### src/rtl/be_lane_pkg.sv
`timescale 1ns/1ps
package be_lane_pkg;

  typedef enum logic [2:0] {
    OP_LDB_S = 3'd0,
    OP_LDH_S = 3'd1,
    OP_LDW   = 3'd2,
    OP_LDB_U = 3'd3,
    OP_LDH_U = 3'd4,
    OP_STB   = 3'd5,
    OP_STH   = 3'd6,
    OP_STW   = 3'd7
  } mem_op_e;

  typedef enum logic [1:0] {
    SZ_B = 2'd0,
    SZ_H = 2'd1,
    SZ_W = 2'd2
  } acc_size_e;

  typedef struct packed {
    logic      is_store;
    logic      sext;
    acc_size_e size;
  } op_info_t;

endpackage

### src/rtl/be_op_decode.sv
`timescale 1ns/1ps
module be_op_decode
  import be_lane_pkg::*;
(
  input  logic [2:0] op_i,
  output op_info_t   info_o
);
  always_comb begin
    info_o = '{is_store: 1'b0, sext: 1'b0, size: SZ_W};
    unique case (mem_op_e'(op_i))
      OP_LDB_S: info_o = '{is_store: 1'b0, sext: 1'b1, size: SZ_B};
      OP_LDH_S: info_o = '{is_store: 1'b0, sext: 1'b1, size: SZ_H};
      OP_LDW:   info_o = '{is_store: 1'b0, sext: 1'b0, size: SZ_W};
      OP_LDB_U: info_o = '{is_store: 1'b0, sext: 1'b0, size: SZ_B};
      OP_LDH_U: info_o = '{is_store: 1'b0, sext: 1'b0, size: SZ_H};
      OP_STB:   info_o = '{is_store: 1'b1, sext: 1'b0, size: SZ_B};
      OP_STH:   info_o = '{is_store: 1'b1, sext: 1'b0, size: SZ_H};
      OP_STW:   info_o = '{is_store: 1'b1, sext: 1'b0, size: SZ_W};
      default:  info_o = '{is_store: 1'b0, sext: 1'b0, size: SZ_W};
    endcase
  end
endmodule

### src/rtl/be_align_check.sv
`timescale 1ns/1ps
module be_align_check
  import be_lane_pkg::*;
#(
  parameter int OFF_W = 2
) (
  input  acc_size_e        size_i,
  input  logic [OFF_W-1:0] off_i,
  output logic             misalign_o
);
  always_comb begin
    unique case (size_i)
      SZ_B:    misalign_o = 1'b0;
      SZ_H:    misalign_o = off_i[0];
      SZ_W:    misalign_o = |off_i;
      default: misalign_o = 1'b1;
    endcase
  end
endmodule

### src/rtl/be_store_steer.sv
`timescale 1ns/1ps
module be_store_steer
  import be_lane_pkg::*;
#(
  parameter int DATA_W = 32,
  parameter int LANES  = DATA_W / 8,
  parameter int OFF_W  = $clog2(LANES)
) (
  input  logic              en_i,
  input  acc_size_e         size_i,
  input  logic [OFF_W-1:0]  off_i,
  input  logic [DATA_W-1:0] wdata_i,
  output logic [LANES-1:0]  strb_o,
  output logic [DATA_W-1:0] lanes_o
);
  logic [OFF_W:0] off_next;
  assign off_next = {1'b0, off_i} + {{OFF_W{1'b0}}, 1'b1};

  for (genvar k = 0; k < LANES; k++) begin : g_lane
    localparam int BO = LANES - 1 - k;
    logic       hit;
    logic [7:0] byte_d;

    always_comb begin
      hit    = 1'b0;
      byte_d = 8'h00;
      if (en_i) begin
        unique case (size_i)
          SZ_B: begin
            if (off_i == OFF_W'(BO)) begin
              hit    = 1'b1;
              byte_d = wdata_i[7:0];
            end
          end
          SZ_H: begin
            if (off_i == OFF_W'(BO)) begin
              hit    = 1'b1;
              byte_d = wdata_i[15:8];
            end else if (off_next == (OFF_W+1)'(BO)) begin
              hit    = 1'b1;
              byte_d = wdata_i[7:0];
            end
          end
          SZ_W: begin
            hit    = 1'b1;
            byte_d = wdata_i[8*k +: 8];
          end
          default: ;
        endcase
      end
    end

    assign strb_o[k]        = hit;
    assign lanes_o[8*k +: 8] = byte_d;
  end
endmodule

### src/rtl/be_load_extract.sv
`timescale 1ns/1ps
module be_load_extract
  import be_lane_pkg::*;
#(
  parameter int DATA_W = 32,
  parameter int LANES  = DATA_W / 8,
  parameter int OFF_W  = $clog2(LANES)
) (
  input  logic              en_i,
  input  acc_size_e         size_i,
  input  logic              sext_i,
  input  logic [OFF_W-1:0]  off_i,
  input  logic [DATA_W-1:0] rword_i,
  output logic [DATA_W-1:0] ldata_o
);
  logic [OFF_W-1:0] off_hi;
  logic [OFF_W-1:0] off_lo;
  logic [7:0]       pick_b;
  logic [7:0]       pick_hi;
  logic [7:0]       pick_lo;

  assign off_hi = off_i & ~OFF_W'(1);
  assign off_lo = off_i |  OFF_W'(1);

  always_comb begin
    pick_b  = 8'h00;
    pick_hi = 8'h00;
    pick_lo = 8'h00;
    for (int k = 0; k < LANES; k++) begin
      if (off_i  == OFF_W'(LANES - 1 - k)) pick_b  = rword_i[8*k +: 8];
      if (off_hi == OFF_W'(LANES - 1 - k)) pick_hi = rword_i[8*k +: 8];
      if (off_lo == OFF_W'(LANES - 1 - k)) pick_lo = rword_i[8*k +: 8];
    end
  end

  always_comb begin
    ldata_o = '0;
    if (en_i) begin
      unique case (size_i)
        SZ_B:    ldata_o = {{(DATA_W-8){sext_i & pick_b[7]}}, pick_b};
        SZ_H:    ldata_o = {{(DATA_W-16){sext_i & pick_hi[7]}}, pick_hi, pick_lo};
        SZ_W:    ldata_o = rword_i;
        default: ldata_o = '0;
      endcase
    end
  end
endmodule

### src/rtl/be_lane_unit.sv
`timescale 1ns/1ps
module be_lane_unit
  import be_lane_pkg::*;
#(
  parameter int DATA_W = 32,
  parameter int LANES  = DATA_W / 8,
  parameter int OFF_W  = $clog2(LANES)
) (
  input  logic              clk,
  input  logic              rst_n,
  input  logic              req_valid,
  output logic              req_ready,
  input  logic [2:0]        req_op,
  input  logic [OFF_W-1:0]  req_off,
  input  logic [DATA_W-1:0] req_wdata,
  input  logic [DATA_W-1:0] req_rword,
  output logic              rsp_valid,
  input  logic              rsp_ready,
  output logic [LANES-1:0]  rsp_wstrb,
  output logic [DATA_W-1:0] rsp_wlanes,
  output logic [DATA_W-1:0] rsp_ldata,
  output logic              rsp_misalign
);
  op_info_t          info;
  logic              mis;
  logic [LANES-1:0]  strb_d;
  logic [DATA_W-1:0] lanes_d;
  logic [DATA_W-1:0] ldata_d;
  logic [2:0]        q_op;
  logic              take;

  be_op_decode u_dec (
    .op_i   (req_op),
    .info_o (info)
  );

  be_align_check #(.OFF_W(OFF_W)) u_align (
    .size_i     (info.size),
    .off_i      (req_off),
    .misalign_o (mis)
  );

  be_store_steer #(.DATA_W(DATA_W), .LANES(LANES), .OFF_W(OFF_W)) u_st (
    .en_i    (info.is_store & ~mis),
    .size_i  (info.size),
    .off_i   (req_off),
    .wdata_i (req_wdata),
    .strb_o  (strb_d),
    .lanes_o (lanes_d)
  );

  be_load_extract #(.DATA_W(DATA_W), .LANES(LANES), .OFF_W(OFF_W)) u_ld (
    .en_i    (~info.is_store & ~mis),
    .size_i  (info.size),
    .sext_i  (info.sext),
    .off_i   (req_off),
    .rword_i (req_rword),
    .ldata_o (ldata_d)
  );

  assign req_ready = ~rsp_valid | rsp_ready;
  assign take      = req_valid & req_ready;

  always_ff @(posedge clk) begin
    if (!rst_n) begin
      rsp_valid    <= 1'b0;
      rsp_wstrb    <= '0;
      rsp_wlanes   <= '0;
      rsp_ldata    <= '0;
      rsp_misalign <= 1'b0;
      q_op         <= 3'd0;
    end else begin
      if (req_ready) rsp_valid <= req_valid;
      if (take) begin
        rsp_wstrb    <= strb_d;
        rsp_wlanes   <= lanes_d;
        rsp_ldata    <= ldata_d;
        rsp_misalign <= mis;
        q_op         <= req_op;
      end
    end
  end
endmodule

### config.mk
export PLATFORM = sky130hd
export DESIGN_NAME = be_lane_unit
export DESIGN_NICKNAME = d
export VERILOG_FILES = /design/src/rtl/be_lane_pkg.sv /design/src/rtl/be_op_decode.sv /design/src/rtl/be_align_check.sv /design/src/rtl/be_store_steer.sv /design/src/rtl/be_load_extract.sv /design/src/rtl/be_lane_unit.sv
export SDC_FILE = /design/constraint.sdc
export NUM_CORES = 1
export LEC_CHECK = 0
export BUFFER_PORTS_ARGS = -buffer_cell sky130_fd_sc_hd__buf_2
export CAP_MARGIN = 30
export CELL_PAD_IN_SITES_DETAIL_PLACEMENT = 0
export CELL_PAD_IN_SITES_GLOBAL_PLACEMENT = 2
export CORE_MARGIN = 2
export CORE_UTILIZATION = 25
export DETAILED_ROUTE_END_ITERATION = 7
export GPL_TIMING_DRIVEN = 0
export PLACE_DENSITY = 0.76
export SLEW_MARGIN = 40
export SYNTH_ARGS = -nofsm -noshare
export SYNTH_HDL_FRONTEND = slang
export SYNTH_SLANG_ARGS = --single-unit
### constraint.sdc
create_clock -name clk -period 1.88 [get_ports clk]
set_input_delay 0.188 -clock clk [delete_from_list [all_inputs] [get_ports clk]]
set_output_delay 0.188 -clock clk [all_outputs]
set_load 0.02 [all_outputs]
# Word-level counts from Yosys, hierarchy flattened
# Memories as Yosys holds them, arrays and structs flattened.
# Index checks and enable logic that the tools add are counted.
[word_totals]
ff_bits = 70
romBits = 32
input_bits = 73
output_inout_bits = 71
elab_cells = 81
memories = 1
[classes]
n_addsub = 1
eq_ne = 8
mux = 51
n_bitwise = 9
n_reduce_logical = 6
[mem_list]
columns = ["memory", "words", "width", "rd", "rd_ports_with_merged_regs", "wr", "line_no", "rtl"]
rows = [
  ["(name not given)", 8, 4, 1, 0, 0, "be_op_decode.sv:10", "unique case (mem_op_e'(op_i))"],
]
[ops]
columns = ["cell", "count"]
rows = [
  ["$mux 8", 24],
  ["$pmux 32 s3", 1],
  ["$pmux 8 s3", 4],
  ["$mux 32", 1],
  ["$mux 1", 16],
  ["$pmux 1 s3", 5],
  ["$logic_not 2->1", 4],
  ["$eq 2x2->1 const B", 3],
  ["$eq 3x2->1 const B", 2],
  ["$and 1x1->1", 5],
  ["$eq 2x1->1 const B", 2],
  ["$add 2x1->3 const B", 1],
  ["$eq 3x1->1 const B", 1],
  ["$logic_not 3->1", 1],
  ["$not 1->1", 3],
  ["$reduce_or 2->1", 1],
  ["$or 1x1->1", 1],
]

# Depth between registers and ports, before layout
[logic_depth]
ltp_word = 8
ltp_mapped = 9

# Cells and area by module
# A second synthesis with hierarchy kept.
[hier_totals]
cells_unflattened = 564
hier_area_um2 = 4585.6
[by_module_without_submodules]
columns = ["mod", "n_inst", "cells_per_inst", "area_per_inst_um2", "seq_area_each_um2"]
rows = [
  ["be_lane_unit", 1, 306, 2771.4, 1401.3],
  ["be_store_steer", 1, 135, 1018.5, 0.0],
  ["be_load_extract", 1, 115, 738.2, 0.0],
  ["be_op_decode", 1, 5, 43.8, 0.0],
  ["be_align_check", 1, 3, 13.8, 0.0],
]

# Worst setup path after synthesis
# Ideal clock, no wire load.
[synth_path]
path_type = "reg2reg"
start = "reg rsp_valid"
end = "reg rsp_wlanes[24]"
setup_ns = 0.074
arrival_ns = 1.761
t_required_ns = 1.806
path_slack_ns = 0.044
path_stages_with_launch = 8
path_buffers = 2
period_less_slack_ns = 1.836
cell_sequence = "dfxtp_1 > nand2b_1 > and2_1 > buf_2 > nor2_1 > clkbuf_1 > nand2_1 > o21ai_0"
[synth_via]
elab_chain_len = 3
[synth_rtl]
columns = ["element", "line_no", "rtl"]
rows = [
  ["start: declaration", "be_lane_unit.sv:17", "output logic rsp_valid,"],
  ["start signal: assignment", "be_lane_unit.sv:73", "if (req_ready) rsp_valid <= req_valid;"],
  ["$not 1->1", "be_lane_unit.sv:61", "assign req_ready = ~rsp_valid | rsp_ready;"],
  ["$or 1x1->1", "be_lane_unit.sv:61", ""],
  ["named net req_ready", "be_lane_unit.sv:12", "output logic req_ready,"],
  ["$and 1x1->1", "be_lane_unit.sv:62", "assign take = req_valid & req_ready;"],
  ["end signal: assignment", "be_lane_unit.sv:76", "rsp_wlanes <= lanes_d;"],
  ["end: declaration", "be_lane_unit.sv:20", "output logic [DATA_W-1:0] rsp_wlanes,"],
]
# The timed path passes the listed nets, and every way through them passes these cells.
# A chain may end at the register's enable or synchronous reset.

# Worst setup path after layout
[layout_path]
start = "in req_op[1]"
end = "reg rsp_wlanes[24]"
[layout_via]
elab_chain_len = 6
elab_cells_between_ends = 9
cone_classes = "eq/ne: 2; mux: 3; bitwise: 2; reduce/logical: 1; memory: 1"
[layout_rtl]
columns = ["element", "line_no", "rtl"]
rows = [
  ["start: declaration", "be_lane_unit.sv:13", "input logic [2:0] req_op,"],
  ["$mem_v2 8x4 (*)", "-", ""],
  ["$eq 2x2->1, or another cell as far along", "be_align_check.sv:12, be_store_steer.sv:28", ""],
  ["$pmux 1 s3", "be_align_check.sv:12", "unique case (size_i)"],
  ["$not 1->1", "be_lane_unit.sv:44", ".en_i (info.is_store & ~mis),"],
  ["$and 1x1->1", "be_lane_unit.sv:44", ""],
  ["$mux 8 (*)", "be_store_steer.sv:27", "if (en_i) begin"],
]
# Every way passes the cells marked *; elsewhere a longest branch is shown, timed or not.

==> flow_metrics.tcl <==
set metrics [dict create \
    p_switching_mw 1.193 \
    final.setup.tns_ps 0 \
    ys_seq_elements 70 \
    cp.arrival_ps 2020 \
    post-route-period-util 0.9595 \
    synth_cell_types 55 \
    critical_path_class "in -> reg" \
    utilization 0.3479 \
    clkLatencyLatePin_ps 340 \
    crit_chain "buf_2 -> buf_2 -> mux2i_1 -> buf_2 -> nor2_1 -> a221oi_1 -> o21ai_0" \
    synth-edff-count 0 \
    powerDensity_mw_per_mm2 792.4 \
    ctsHoldBuffers 0 \
    place_congestion 0.8297 \
    fmax_mhz 554.4 \
    die_area_mm2 0.01686 \
    grt_max_degree 13 \
    clock_sinks 70 \
    htree_levels 3 \
    slowest_stage "a221oi_1" \
    die_h_um 129.9 \
    hpwl_um 12760 \
    crit_path_end_kind "register" \
    cp_common_cell "buf_2" \
    synth_top_cell_by_area "dfxtp_1" \
    cts_tree "yes" \
    synth_ff_type "dfxtp_1" \
    synth_area_mm2 0.003960 \
    fin_cells 864 \
    nFillCells 1702 \
    wl_per_cell_um 19.37 \
    combPwrFrac 0.178 \
    async_reset_ff_frac 0 \
    clockPowerShare 0.467 \
    synth_area_per_cell_um2 8.148 \
    ant_nets 0 \
    multi_input_area_mm2 0.002450 \
    syn_to_final_growth_pct 37.54 \
    viasPerCell 5.227 \
    io_pins 144 \
    clk_path_buf_depth 2 \
    required_ps 2100 \
    synthCells 486 \
    p_seq_frac 0.356 \
    drive_gt1_frac 0.3261 \
    period_minus_slack_ps 1804 \
    relSlewSlack 0.4426 \
    switching_share 0.2765 \
    antenna_found_initial 2 \
    cap_violations 0 \
    post-route-drc-count 0 \
    synth-seq-area-share 0.3539 \
    grt_pass1_vias 4338 \
    internal_power_mw 3.123 \
    firstDrtPassIters 7 \
    maxSlewViolCount 0 \
    final.setup_skew_ps 4.910 \
    vias 4516 \
    grt_pass1_wl_um 24810 \
    critPathLaunchType "input port" \
    clockRootBuffer "clkbuf_16" \
    ir_drop_v 0.0004581 \
    wl_um 16740 \
    synth_area_leaders "dfxtp_1 35%, a21oi_1 7.5%, nand2_1 5.4%" \
    r2r_slack_ps 120 \
    nNetsFinal 723 \
    fp.coreArea_mm2 0.01566 \
    drt_iter0_drc 275 \
    synth_fp_nets 567 \
    numCtsBuffers 9 \
    start_util 0.2530 \
    finalHoldViolations 0 \
    post-place-cells 843 \
    tightestPinTransition_ps 833.0 \
    outcome "complete, no violations" \
    cp_max_fo 10 \
    max_stage_delay_ps 470 \
    grt_use_total 0.1961 \
    hold_path_class "in -> reg" \
    io_buffers 141 \
    leakage_nw 2.253 \
    num_rows 46 \
    path_clk_slew_ps 60 \
    overflow 0 \
    register_area_mm2 0.001401 \
    die_w_um 129.9 \
    yosysWarnings 0 \
    synth.top_cell.area_share 0.3539 \
    setup_viol 0 \
]
==> stage by stage <==
| step | area [um^2] | power, mW | worst slack [ps] | hold slack [ps] |
|---|---|---|---|---|
| global placement | 4936 | 2.282 | -513.9 | 434.6 |
| finish | 5446 | 4.316 | 76.17 | 116.7 |
| detailed placement | 4936 | 2.294 | -555.1 | 440.1 |
| floorplan | 3960 | 1.979 | 44.19 | 317.5 |
| global route | 5444 | 4.492 | -3.157 | 103.9 |
| CTS | 5339 | 4.334 | 0.9430 | 102.6 |
==> worst max-delay path: cells and delay by family <==
kind / cells / cell delay, ps
compound gates: 2 / 600
simple gates: 1 / 210
mux: 1 / 380
buf+inv: 3 / 640
==> logic make-up after synthesis <==
family                   synth area share
AO/OA/AOI/OAI                      0.3586
AND/OR/NAND/NOR                    0.2010
flip-flops                         0.3539
buffers and inverters             0.05213
adder cells (fa/ha/maj)           0.02528
multiplexers                     0.005055
XOR/XNOR                         0.004109
==> cell usage after synthesis (3+ instances only) <==
library cell,n
a21boi_0,17
a21o_1,4
a21oi_1,59
a221o_1,8
a221oi_1,24
a22oi_1,7
a311oi_1,7
a32oi_1,16
and2_1,27
and3_1,8
buf_2,12
clkbuf_1,22
dfxtp_1,70
ha_1,8
inv_1,4
nand2_1,57
nand2b_1,6
nand3_1,10
nor2_1,18
nor2b_1,7
nor3_1,8
o21ai_0,34
o21ai_1,3
o22ai_1,7
o31ai_1,8
==> sequential cells by signal, summed over array words and instances (netlist names) <==
register	flops
rsp_ldata	32
rsp_valid	1
rsp_wstrb	4
rsp_misalign	1
rsp_wlanes	32
==> per-layer routing <==
metal	wire length (um)	vias to the layer above	GRT usage
met3	1255	21	0.05904
li1	-	2147	-
met5	14	-	0
met1	7359	2149	0.2456
met2	7832	197	0.3268
met4	276	2	0.05629
==> power groups by stage <==
stage / Clock (mW) / Combinational (mW) / Sequential [mW]
global placement: 0 / 0.715 / 1.57
floorplan: 0 / 0.373 / 1.61
detailed placement: 0 / 0.726 / 1.57
finish: 2.01 / 0.767 / 1.54
CTS: 2.06 / 0.741 / 1.54
global route: 2.12 / 0.831 / 1.54
==> final timing paths <==
check	cells after the start	startpoint	to
worst max-delay path	7	req_op[1]	rsp_wlanes[24]$_SDFFE_PN0P_
worst min-delay path	3	req_valid	rsp_valid$_SDFFE_PN0N_
worst max register to register	6	rsp_valid$_SDFFE_PN0N_	rsp_wlanes[22]$_SDFFE_PN0P_
worst min register to register	2	rsp_wlanes[5]$_SDFFE_PN0P_	rsp_wlanes[5]$_SDFFE_PN0P_
==> cell usage in the layout, fill, tap and decap left out, types with 5 or more instances in the layout <==
cell	instances
nor3_1	8
a32oi_1	16
a221o_1	8
and3_1	8
nor2b_1	7
clkbuf_2	6
ha_1	5
nand3_1	10
clkbuf_1	16
o22ai_1	7
o21ai_0	34
buf_2	150
nand2_1	57
buf_4	7
a221oi_1	23
o31ai_1	7
and2_1	27
a22oi_1	7
nor2_1	17
a21boi_0	17
dfxtp_1	70
a21oi_1	59
clkbuf_16	9
==> layout make-up <==
cell class / count / area share
plain buffers: 38 / 0.03676
clock inverters: 5 / 0.01953
multi-input cells: 371 / 0.4498
inverters: 6 / 0.005054
clock buffers: 11 / 0.04457
diodes: 1 / 0.0004595
well taps: 216 / 0.04962
flip-flops and latches: 70 / 0.2573
repair buffers: 146 / 0.1369
==> repair_timing <==
action                                  in CTS  in global routing
pin swaps                                    1                  4
setup buffers                                1                  4
gates cloned                                 0                  0
endpoints found under the setup margin      55                 58
gates resized for setup                     13                 25
(Power assumes the default switching activity.)
